===== src/rtl/iadc_pkg.sv =====
package iadc_pkg;
    typedef enum logic {PH_IDLE = 1'b0, PH_RUN = 1'b1} phase_t;
endpackage


===== src/rtl/iadc_cic2.sv =====
module iadc_cic2 #(
    parameter int N = 100
) (
    input  logic clk,
    input  logic rst_n,
    input  logic clr_i,
    input  logic step_i,
    input  logic bit_i,
    output logic signed [$clog2(N*(N+1)/2+1):0] sum_nxt_o
);
    localparam int W1 = $clog2(N + 1) + 1;
    localparam int W2 = $clog2(N * (N + 1) / 2 + 1) + 1;

    typedef struct packed {
        logic signed [W1-1:0] s1;
        logic signed [W2-1:0] s2;
    } st_t;

    st_t st_d, st_q;

    always_comb begin
        st_d = st_q;
        if (clr_i) begin
            st_d.s1 = '0;
            st_d.s2 = '0;
        end else if (step_i) begin
            st_d.s1 = st_q.s1 + (bit_i ? W1'(1) : -W1'(1));
            st_d.s2 = st_q.s2 + {{(W2-W1){st_d.s1[W1-1]}}, st_d.s1};
        end
    end

    always_ff @(posedge clk or negedge rst_n) begin
        if (!rst_n) st_q <= '0;
        else        st_q <= st_d;
    end

    assign sum_nxt_o = st_d.s2;

    // a clear leaves both stages at zero
    a_r2_clear: assert property (@(posedge clk) disable iff (!rst_n)
        clr_i |=> (st_q.s1 == '0 && st_q.s2 == '0));
    // first stage moves by exactly one per consumed bit
    a_r4_unit_step: assert property (@(posedge clk) disable iff (!rst_n)
        (step_i && !clr_i) |=> (st_q.s1 - $past(st_q.s1) == W1'(1) ||
                               $past(st_q.s1) - st_q.s1 == W1'(1)));
endmodule


===== src/rtl/iadc_bias_map.sv =====
module iadc_bias_map #(
    parameter int BW = 4
) (
    input  logic          run_i,
    input  logic          en_i,
    input  logic          bit_i,
    input  logic [BW-1:0] est_i,
    output logic [BW-1:0] word_o
);
    always_comb begin
        if (!run_i || !en_i) word_o = '1;
        else if (bit_i)      word_o = ~est_i;
        else                 word_o = est_i;
    end
endmodule


===== src/rtl/iadc_bias_ctrl.sv =====
module iadc_bias_ctrl #(
    parameter int N      = 100,
    parameter int CODE_W = 12,
    parameter int BW     = 4
) (
    input  logic              clk,
    input  logic              rst_n,
    input  logic              start_i,
    input  logic              bit_i,
    input  logic              bias_en_i,
    output logic [CODE_W-1:0] code_o,
    output logic              code_vld_o,
    output logic [BW-1:0]     bias_word_o
);
    import iadc_pkg::*;

    localparam int    CNT_W    = $clog2(N);
    localparam int    SW       = $clog2(N * (N + 1) / 2 + 1) + 1;
    localparam longint MAXSUM  = longint'(N) * longint'(N + 1) / 2;
    localparam longint SPAN    = 2 * MAXSUM;
    localparam longint CODE_MX = (longint'(1) << CODE_W) - 1;

    typedef struct packed {
        phase_t             ph;
        logic [CNT_W-1:0]   cnt;
        logic [CODE_W-1:0]  code;
        logic               vld;
        logic [BW-1:0]      est;
    } st_t;

    st_t st_d, st_q;
    logic              go, step;
    logic signed [SW-1:0] sum_nxt;
    logic signed [63:0] off_w;
    logic signed [63:0] quot_w;

    assign go   = (st_q.ph == PH_IDLE) && start_i;
    assign step = (st_q.ph == PH_RUN);

    iadc_cic2 #(.N(N)) u_cic (
        .clk      (clk),
        .rst_n    (rst_n),
        .clr_i    (go),
        .step_i   (step),
        .bit_i    (bit_i),
        .sum_nxt_o(sum_nxt)
    );

    iadc_bias_map #(.BW(BW)) u_map (
        .run_i (step),
        .en_i  (bias_en_i),
        .bit_i (bit_i),
        .est_i (st_q.est),
        .word_o(bias_word_o)
    );

    always_comb begin
        off_w  = 64'(sum_nxt) + 64'(MAXSUM);
        quot_w = (off_w * CODE_MX + MAXSUM) / SPAN;
        st_d     = st_q;
        st_d.vld = 1'b0;
        if (go) begin
            st_d.ph  = PH_RUN;
            st_d.cnt = '0;
        end else if (step) begin
            if (st_q.cnt == CNT_W'(N - 1)) begin
                st_d.ph   = PH_IDLE;
                st_d.cnt  = '0;
                st_d.code = quot_w[CODE_W-1:0];
                st_d.est  = quot_w[CODE_W-1:CODE_W-BW];
                st_d.vld  = 1'b1;
            end else begin
                st_d.cnt = st_q.cnt + 1'b1;
            end
        end
    end

    always_ff @(posedge clk or negedge rst_n) begin
        if (!rst_n) begin
            st_q      <= '0;
            st_q.ph   <= PH_IDLE;
            st_q.est  <= {1'b1, {(BW-1){1'b0}}};
        end else begin
            st_q <= st_d;
        end
    end

    assign code_o     = st_q.code;
    assign code_vld_o = st_q.vld;

    // idle means every unit source on
    a_r8_idle_max: assert property (@(posedge clk) disable iff (!rst_n)
        (st_q.ph == PH_IDLE) |-> (bias_word_o == '1));
    // bypass forces every unit source on
    a_r7_bypass_max: assert property (@(posedge clk) disable iff (!rst_n)
        !bias_en_i |-> (bias_word_o == '1));
    // the strobe is one cycle wide
    a_r10_one_cycle: assert property (@(posedge clk) disable iff (!rst_n)
        code_vld_o |=> !code_vld_o);
    // the code only moves together with the strobe
    a_r10_code_hold: assert property (@(posedge clk) disable iff (!rst_n)
        !$stable(code_o) |-> code_vld_o);
    // the cycle counter stays inside the window
    a_r2_cnt_bound: assert property (@(posedge clk) disable iff (!rst_n)
        st_q.cnt < CNT_W'(N));
    // a start during a conversion does not restart the count
    a_r3_no_restart: assert property (@(posedge clk) disable iff (!rst_n)
        (step && start_i && st_q.cnt != CNT_W'(N - 1)) |=> (st_q.cnt == $past(st_q.cnt) + 1'b1));
endmodule


===== config.mk =====
export PLATFORM = sky130hd
export DESIGN_NAME = iadc_bias_ctrl
export DESIGN_NICKNAME = d
export VERILOG_FILES = /design/src/rtl/iadc_pkg.sv /design/src/rtl/iadc_cic2.sv /design/src/rtl/iadc_bias_map.sv /design/src/rtl/iadc_bias_ctrl.sv
export SDC_FILE = /design/constraint.sdc
export NUM_CORES = 1
export LEC_CHECK = 0
export BUFFER_PORTS_ARGS = -buffer_cell sky130_fd_sc_hd__buf_2
export CAP_MARGIN = 25
export CORE_ASPECT_RATIO = 2
export CORE_MARGIN = 1
export CORE_UTILIZATION = 54
export CTS_BUF_LIST = sky130_fd_sc_hd__clkbuf_16
export DETAILED_ROUTE_END_ITERATION = 16
export HOLD_SLACK_MARGIN = 0.03
export PLACE_DENSITY = 0.79
export SETUP_SLACK_MARGIN = 0.3
export SLEW_MARGIN = 20
export SYNTH_ARGS = -nofsm -noshare
export SYNTH_HDL_FRONTEND = slang
export SYNTH_SLANG_ARGS = --single-unit

===== constraint.sdc =====
create_clock -name clk -period 24.1 [get_ports clk]
set_clock_uncertainty 0.1 [all_clocks]
set_input_delay 3.615 -clock clk [delete_from_list [all_inputs] [get_ports clk]]
set_output_delay 3.615 -clock clk [all_outputs]
set_load 0.01 [all_outputs]

==> metrics.md, run 1 <==
| Metric | Value |
|---|---|
| Outcome | did not finish |
| Failing step | global routing |
| Log Error | [ERROR GRT-0232] Routing congestion too high. Check the congestion heatmap in the GUI. |
| CTS Hold Buffers Added | 0 |
| # rows | ~90 |
| Setup WS pre-CTS | -3770 ps |
| Synth Flop Type | dfrtp_1 |
| Worst_ep grt | code_o[8]$_DFFE_PN0P_/D |
| Seq cells post-synth | 44 |
| Largest net degree at the start of global routing | 45 |
| CTS buffer count | 5 |
| Placed insts | about 3200 |
| Syn. warnings | 0 |
| IO Count | 22 |
| CTS H-tree depth | 2 |
| IO Port Bufs | 21 |
| Mapped Nets | roughly 2300 |
| Root Driver | clkbuf_16 |
| Netlist cell types | about 140 |
| GRT overflow | about 1300 |
| Type of pin the worst path ends at | register data pin |
| Clock sinks | 44 |
| Placer Congestion | between 0.9 and 1 |
| Post-synth EDFFs | 0 |
| Die W | around 130 µm |
| Starting Density | 55.2% |
| Post-DP HPWL | a little under 50000 µm |
| Deepest clock path buffer count | 2 |
| Asr flop ratio synth | 100% |
| Die H | 248 µm |
| Syn avg cell area | slightly below 8 µm² |
| Sequential share of the synthesized area | 6.74% |
| Post-Syn Area | 0.0164 mm² |
| GRT Overall Usage | between 90% and 100% |
| Post-Syn Instances | 2103 |
cells by family after synthesis:
| kind of cell | Yosys count | synth area share [%] |
|---|---|---|
| adders and majority gates | 217 | 21.3 |
| and+or+nand+nor | 676 | 21.1 |
| buffers and inverters | 248 | 6.18 |
| AOI/OAI and AO/OA | 680 | 30.8 |
| DFF | 44 | 6.74 |
| xor gates and xnor gates | 185 | 10.2 |
| muxes | 53 | 3.60 |
metrics by stage:
| step | area [µm²] | utilization, % | hold WS (ps) |
|---|---|---|---|
| after floorplan | 17000 | - | 351 |
| after global placement | 22800 | 77.1 | 362 |
| after detailed placement | 22800 | 77.1 | 372 |
| after CTS | 25000 | 84.3 | 382 |
Yosys cell counts (13+ instances only):
cell      count  area [µm²]
buf_4        13        97.6
nand4_1      20         125
o21ai_0      96         480
nor2b_1      15        93.8
and3_1       29         181
o21a_1       32         240
ha_1        109        1360
a211oi_1     21         158
fa_1        104        2080
nor3_1       55         275
nor2_1      139         522
mux2i_1      34         340
a21oi_1     134         671
xnor2_1     136        1190
nand3_1      56         280
a21o_1       45         338
nor4_1       15        93.8
o211ai_1     32         240
o21ai_1      25         125
dfrtp_1      43        1080
nand2_1     191         717
a211o_1      16         140
clkbuf_1     44         165
o31ai_1      25         188
xor2_1       43         377
nand2b_1     22         138
and2_1       22         138
o21bai_1     13        97.6
inv_1       170         638
a31oi_1      25         156
or3_1        25         156
repair_timing:
action	in CTS
setup endpoints to repair	13
pin swaps	159
buffers inserted	86
gates resized for setup	252
metal layers:
metal / track usage (%) / GRT overflow
met5: 49.8 / 3
met3: 77.6 / 33
met4: 108 / 353
met1: 84.1 / 45
met2: 113 / 910
==> inputs of run 2 (changes only) <==
--- a/config.mk
+++ b/config.mk
@@ -7,14 +7,10 @@
 export LEC_CHECK = 0
 export BUFFER_PORTS_ARGS = -buffer_cell sky130_fd_sc_hd__buf_2
 export CAP_MARGIN = 25
-export CORE_ASPECT_RATIO = 2
 export CORE_MARGIN = 1
-export CORE_UTILIZATION = 54
-export CTS_BUF_LIST = sky130_fd_sc_hd__clkbuf_16
+export CORE_UTILIZATION = 39
 export DETAILED_ROUTE_END_ITERATION = 16
-export HOLD_SLACK_MARGIN = 0.03
-export PLACE_DENSITY = 0.79
-export SETUP_SLACK_MARGIN = 0.3
+export PLACE_DENSITY_LB_ADDON = 0.15
 export SLEW_MARGIN = 20
 export SYNTH_ARGS = -nofsm -noshare
 export SYNTH_HDL_FRONTEND = slang
==> constraint.sdc (replaced) <==
create_clock -name clk -period 31.3 [get_ports clk]
set_clock_uncertainty 0.1 [all_clocks]
set_input_delay 4.695 -clock clk [delete_from_list [all_inputs] [get_ports clk]]
set_output_delay 4.695 -clock clk [all_outputs]
set_load 0.01 [all_outputs]
==> run 2 against run 1 <==
  * The flow now finishes, with violations (DRC)
  * Area after synthesis did not move
  * Synthesized cell count did not move
==> metrics.md, run 2 <==
| Metric | Value |
|---|---|
| Leading cell type in the layout, fill and taps excluded | nand2_1 |
| Die H | 207 µm (-17%) |
| Crit path arrival time | 30140 ps |
| Failing checks | DRC |
| Starting Density | 39.8% (-15 points) |
| Asr flop ratio synth | 100% (unchanged) |
| Placed Area | 0.0174 mm² (-24%) |
| Crit end category | flop |
| Critical Path Most Common Cell | buf_4 |
| Drt via density | between 5 and 6 |
| Clock insertion delay at the later pin of the skew report | 290 ps |
| Largest net degree at the start of global routing | 43 |
| Min Clock Period, post-route | between 30000 and 40000 ps |
| Crit-path max FO | 13 |
| Netlist cell types | 135 (unchanged) |
| Diode count | 0 |
| Critical Path RT | 31350 ps |
| Post-synth EDFFs | 0 (unchanged) |
| Per-cell routed wire length | about 17 µm |
| NumNets Final | 2372 |
| CP max stage delay | around 640 ps |
| DRC viols | 3 |
| Die W | 207 µm (+65%) |
| Critical path class | primary input to flop |
| Fin Hold WS | approximately 380 ps |
| CTS H-tree depth | 2 (unchanged) |
| GRT Overall Usage | a little over a fifth |
| Antenna violations before repair | 0 |
| Core area | roughly 0.041 mm² |
| Yosys top cell area share | 12.7% (unchanged) |
| Clock sinks | 44 (unchanged) |
| Die area | around 0.043 mm² |
| Syn. warnings | 0 (unchanged) |
| First-pass GRT wire length | between 70000 and 80000 µm |
| Area leader, netlist | fa_1 |
| Initial DRC count | between 1000 and 1500 |
| Worst-margin pin slew | slightly above 900 ps |
| Root Driver | clkbuf_16 |
| GRT overflow | 0 |
| WP buf/inv | 13 |
| Design area | 0.0183 mm² |
| Mapped Nets | 2321 (unchanged) |
| Max reg flops | 22 |
| Post-route ant nets | 0 |
| Clock-pin slew on the worst setup and hold paths | about 70 ps |
| Worst min path class | flop to flop |
| Final WL | 45400 µm |
| Largest cells by area after synthesis | fa_1, ha_1, xnor2_1 |
| Most common cell in the netlist | nand2_1 |
| Commonest cells post-synth | nand2_1, inv_1, nor2_1 |
| Sequential share of the synthesized area | 6.74% (unchanged) |
| Setup_tns | 0 ps |
| Deepest clock path buffer count | 2 (unchanged) |
| # rows | 74 (-17%) |
| Post-DP HPWL | 37700 µm (-22%) |
| Master of the slowest instance on the critical path | or4_4 |
| Finish-stage setup viols | 0 |
| Post-Syn Area | 0.0164 mm² (unchanged) |
| Most frequent cells in the layout | nand2_1, inv_1, nor2_1 |
| Final Hold Violating Endpoints | 0 |
| Fmax | about 33 MHz |
| Synth Flop Type | dfrtp_1 |
| Placer Congestion | 0.879 (-7.9%) |
| Layout Utilization | ~44% |
| IO Count | 22 (unchanged) |
| Fin crit share | 96.1% |
| CTS tree | yes |
| Top reg by flops | u_cic.st_q |
| Largest delay share family, worst path | compound AO/OA/AOI/OAI gates |
| Vias | 15701 |
| P&R area growth vs syn | 11.7% |
| Syn avg cell area | 7.77 µm² (unchanged) |
| Max-slew headroom | about 38% |
| Max-Cap Viols | 0 |
| Seq cells post-synth | 44 (unchanged) |
| Detailed Routing Iterations Pass 1 | 11 |
| Startpoint types | primary input |
| Post-Syn Instances | 2103 (unchanged) |
| IO Port Bufs | 21 (unchanged) |
| Max-slew violations | 0 |
| CTS buffer count | 5 (unchanged) |
| Vias in the first global route | between 15000 and 20000 |
| Layout cells sized above 1 | 14.9% |
| Outcome | finished with violations |
-- run 2: cell counts after synthesis --
Identical to the previous run, type by type.
-- run 2: through the flow --
stage                     setup WS [ps]  instances
after floorplan                    1290       2103
after global placement              544       2664
after detailed placement          -19.2       2666
after CTS                           221       2674
after global routing               -100       2687
final                              1210       2687
-- run 2: cell families (layout without fill, tap and decap cells) --
kind of cell / count (synthesis) / in the layout / share of synthesized area (%)
AO/OA/AOI/OAI: 680 / 680 / 30.8
AND/OR/NAND/NOR: 676 / 676 / 21.1
buffers and inverters: 248 / 300 / 6.18
adder cells (fa/ha/maj): 217 / 217 / 21.3
XOR/XNOR: 185 / 185 / 10.2
multiplexers: 53 / 53 / 3.60
flip-flops: 44 / 44 / 6.74
-- run 2: what timing repair did --
| item | 4_1_cts | 5_1_grt |
|---|---|---|
| gates resized for setup | 0 | 94 |
| hold buffers | 0 | 0 |
| setup endpoints to repair | 0 | 13 |
| buffers inserted | 0 | 13 |
-- run 2: path summary, 6_finish.rpt --
| path | startpoint | to | slack (ps) | cells past startpoint |
|---|---|---|---|---|
| min | st_q[3]$_DFFE_PN1P_ | st_q[3]$_DFFE_PN1P_ | 380 | 2 |
| min in group asynchronous | rst_n | u_cic.st_q[12]$_DFF_PN0_ | 4310 | 1 |
| max in group asynchronous | rst_n | st_q[3]$_DFFE_PN1P_ | 26190 | 2 |
| min reg2reg | st_q[3]$_DFFE_PN1P_ | st_q[3]$_DFFE_PN1P_ | 380 | 2 |
| max reg2reg | u_cic.st_q[14]$_DFFE_PN0P_ | code_o[4]$_DFFE_PN0P_ | 5610 | 92 |
| max | bit_i | code_o[4]$_DFFE_PN0P_ | 1210 | 98 |
-- run 2: worst register-to-register path: cells and delay by family (launching register included) --
| family | cells | cell delay [ps] |
|---|---|---|
| adder cells (fa/ha/maj) | 13 | 5200 |
| AO/OA/AOI/OAI | 41 | 9580 |
| XOR/XNOR | 5 | 1000 |
| AND/OR/NAND/NOR | 19 | 6500 |
| flip-flops | 1 | 400 |
| multiplexers | 2 | 640 |
| buffers and inverters | 12 | 2070 |
-- run 2: area by class of cell --
class | count | area (µm²)
inverters | 173 | 649
flip-flops and latches | 44 | 1100
clock inverters | 2 | 38.8
well taps | 532 | 666
fillers | 4186 | 22800
repair buffers | 119 | 865
clock buffers | 6 | 139
multi-input cells | 1811 | 14800
-- run 2: metal layers --
layer  global-route usage [%]  vias up  part of all wire, %
met5                        0        -                    0
met4                     2.76        0                  1.1
met3                     1.87       44                  2.9
met2                     36.9      255                   47
met1                     29.3     7565                   49
li1                         -     7837                    -
Power of run 2 is not shown: default switching activity piles up to over one toggle a cycle in this logic, so the estimate is an artifact.
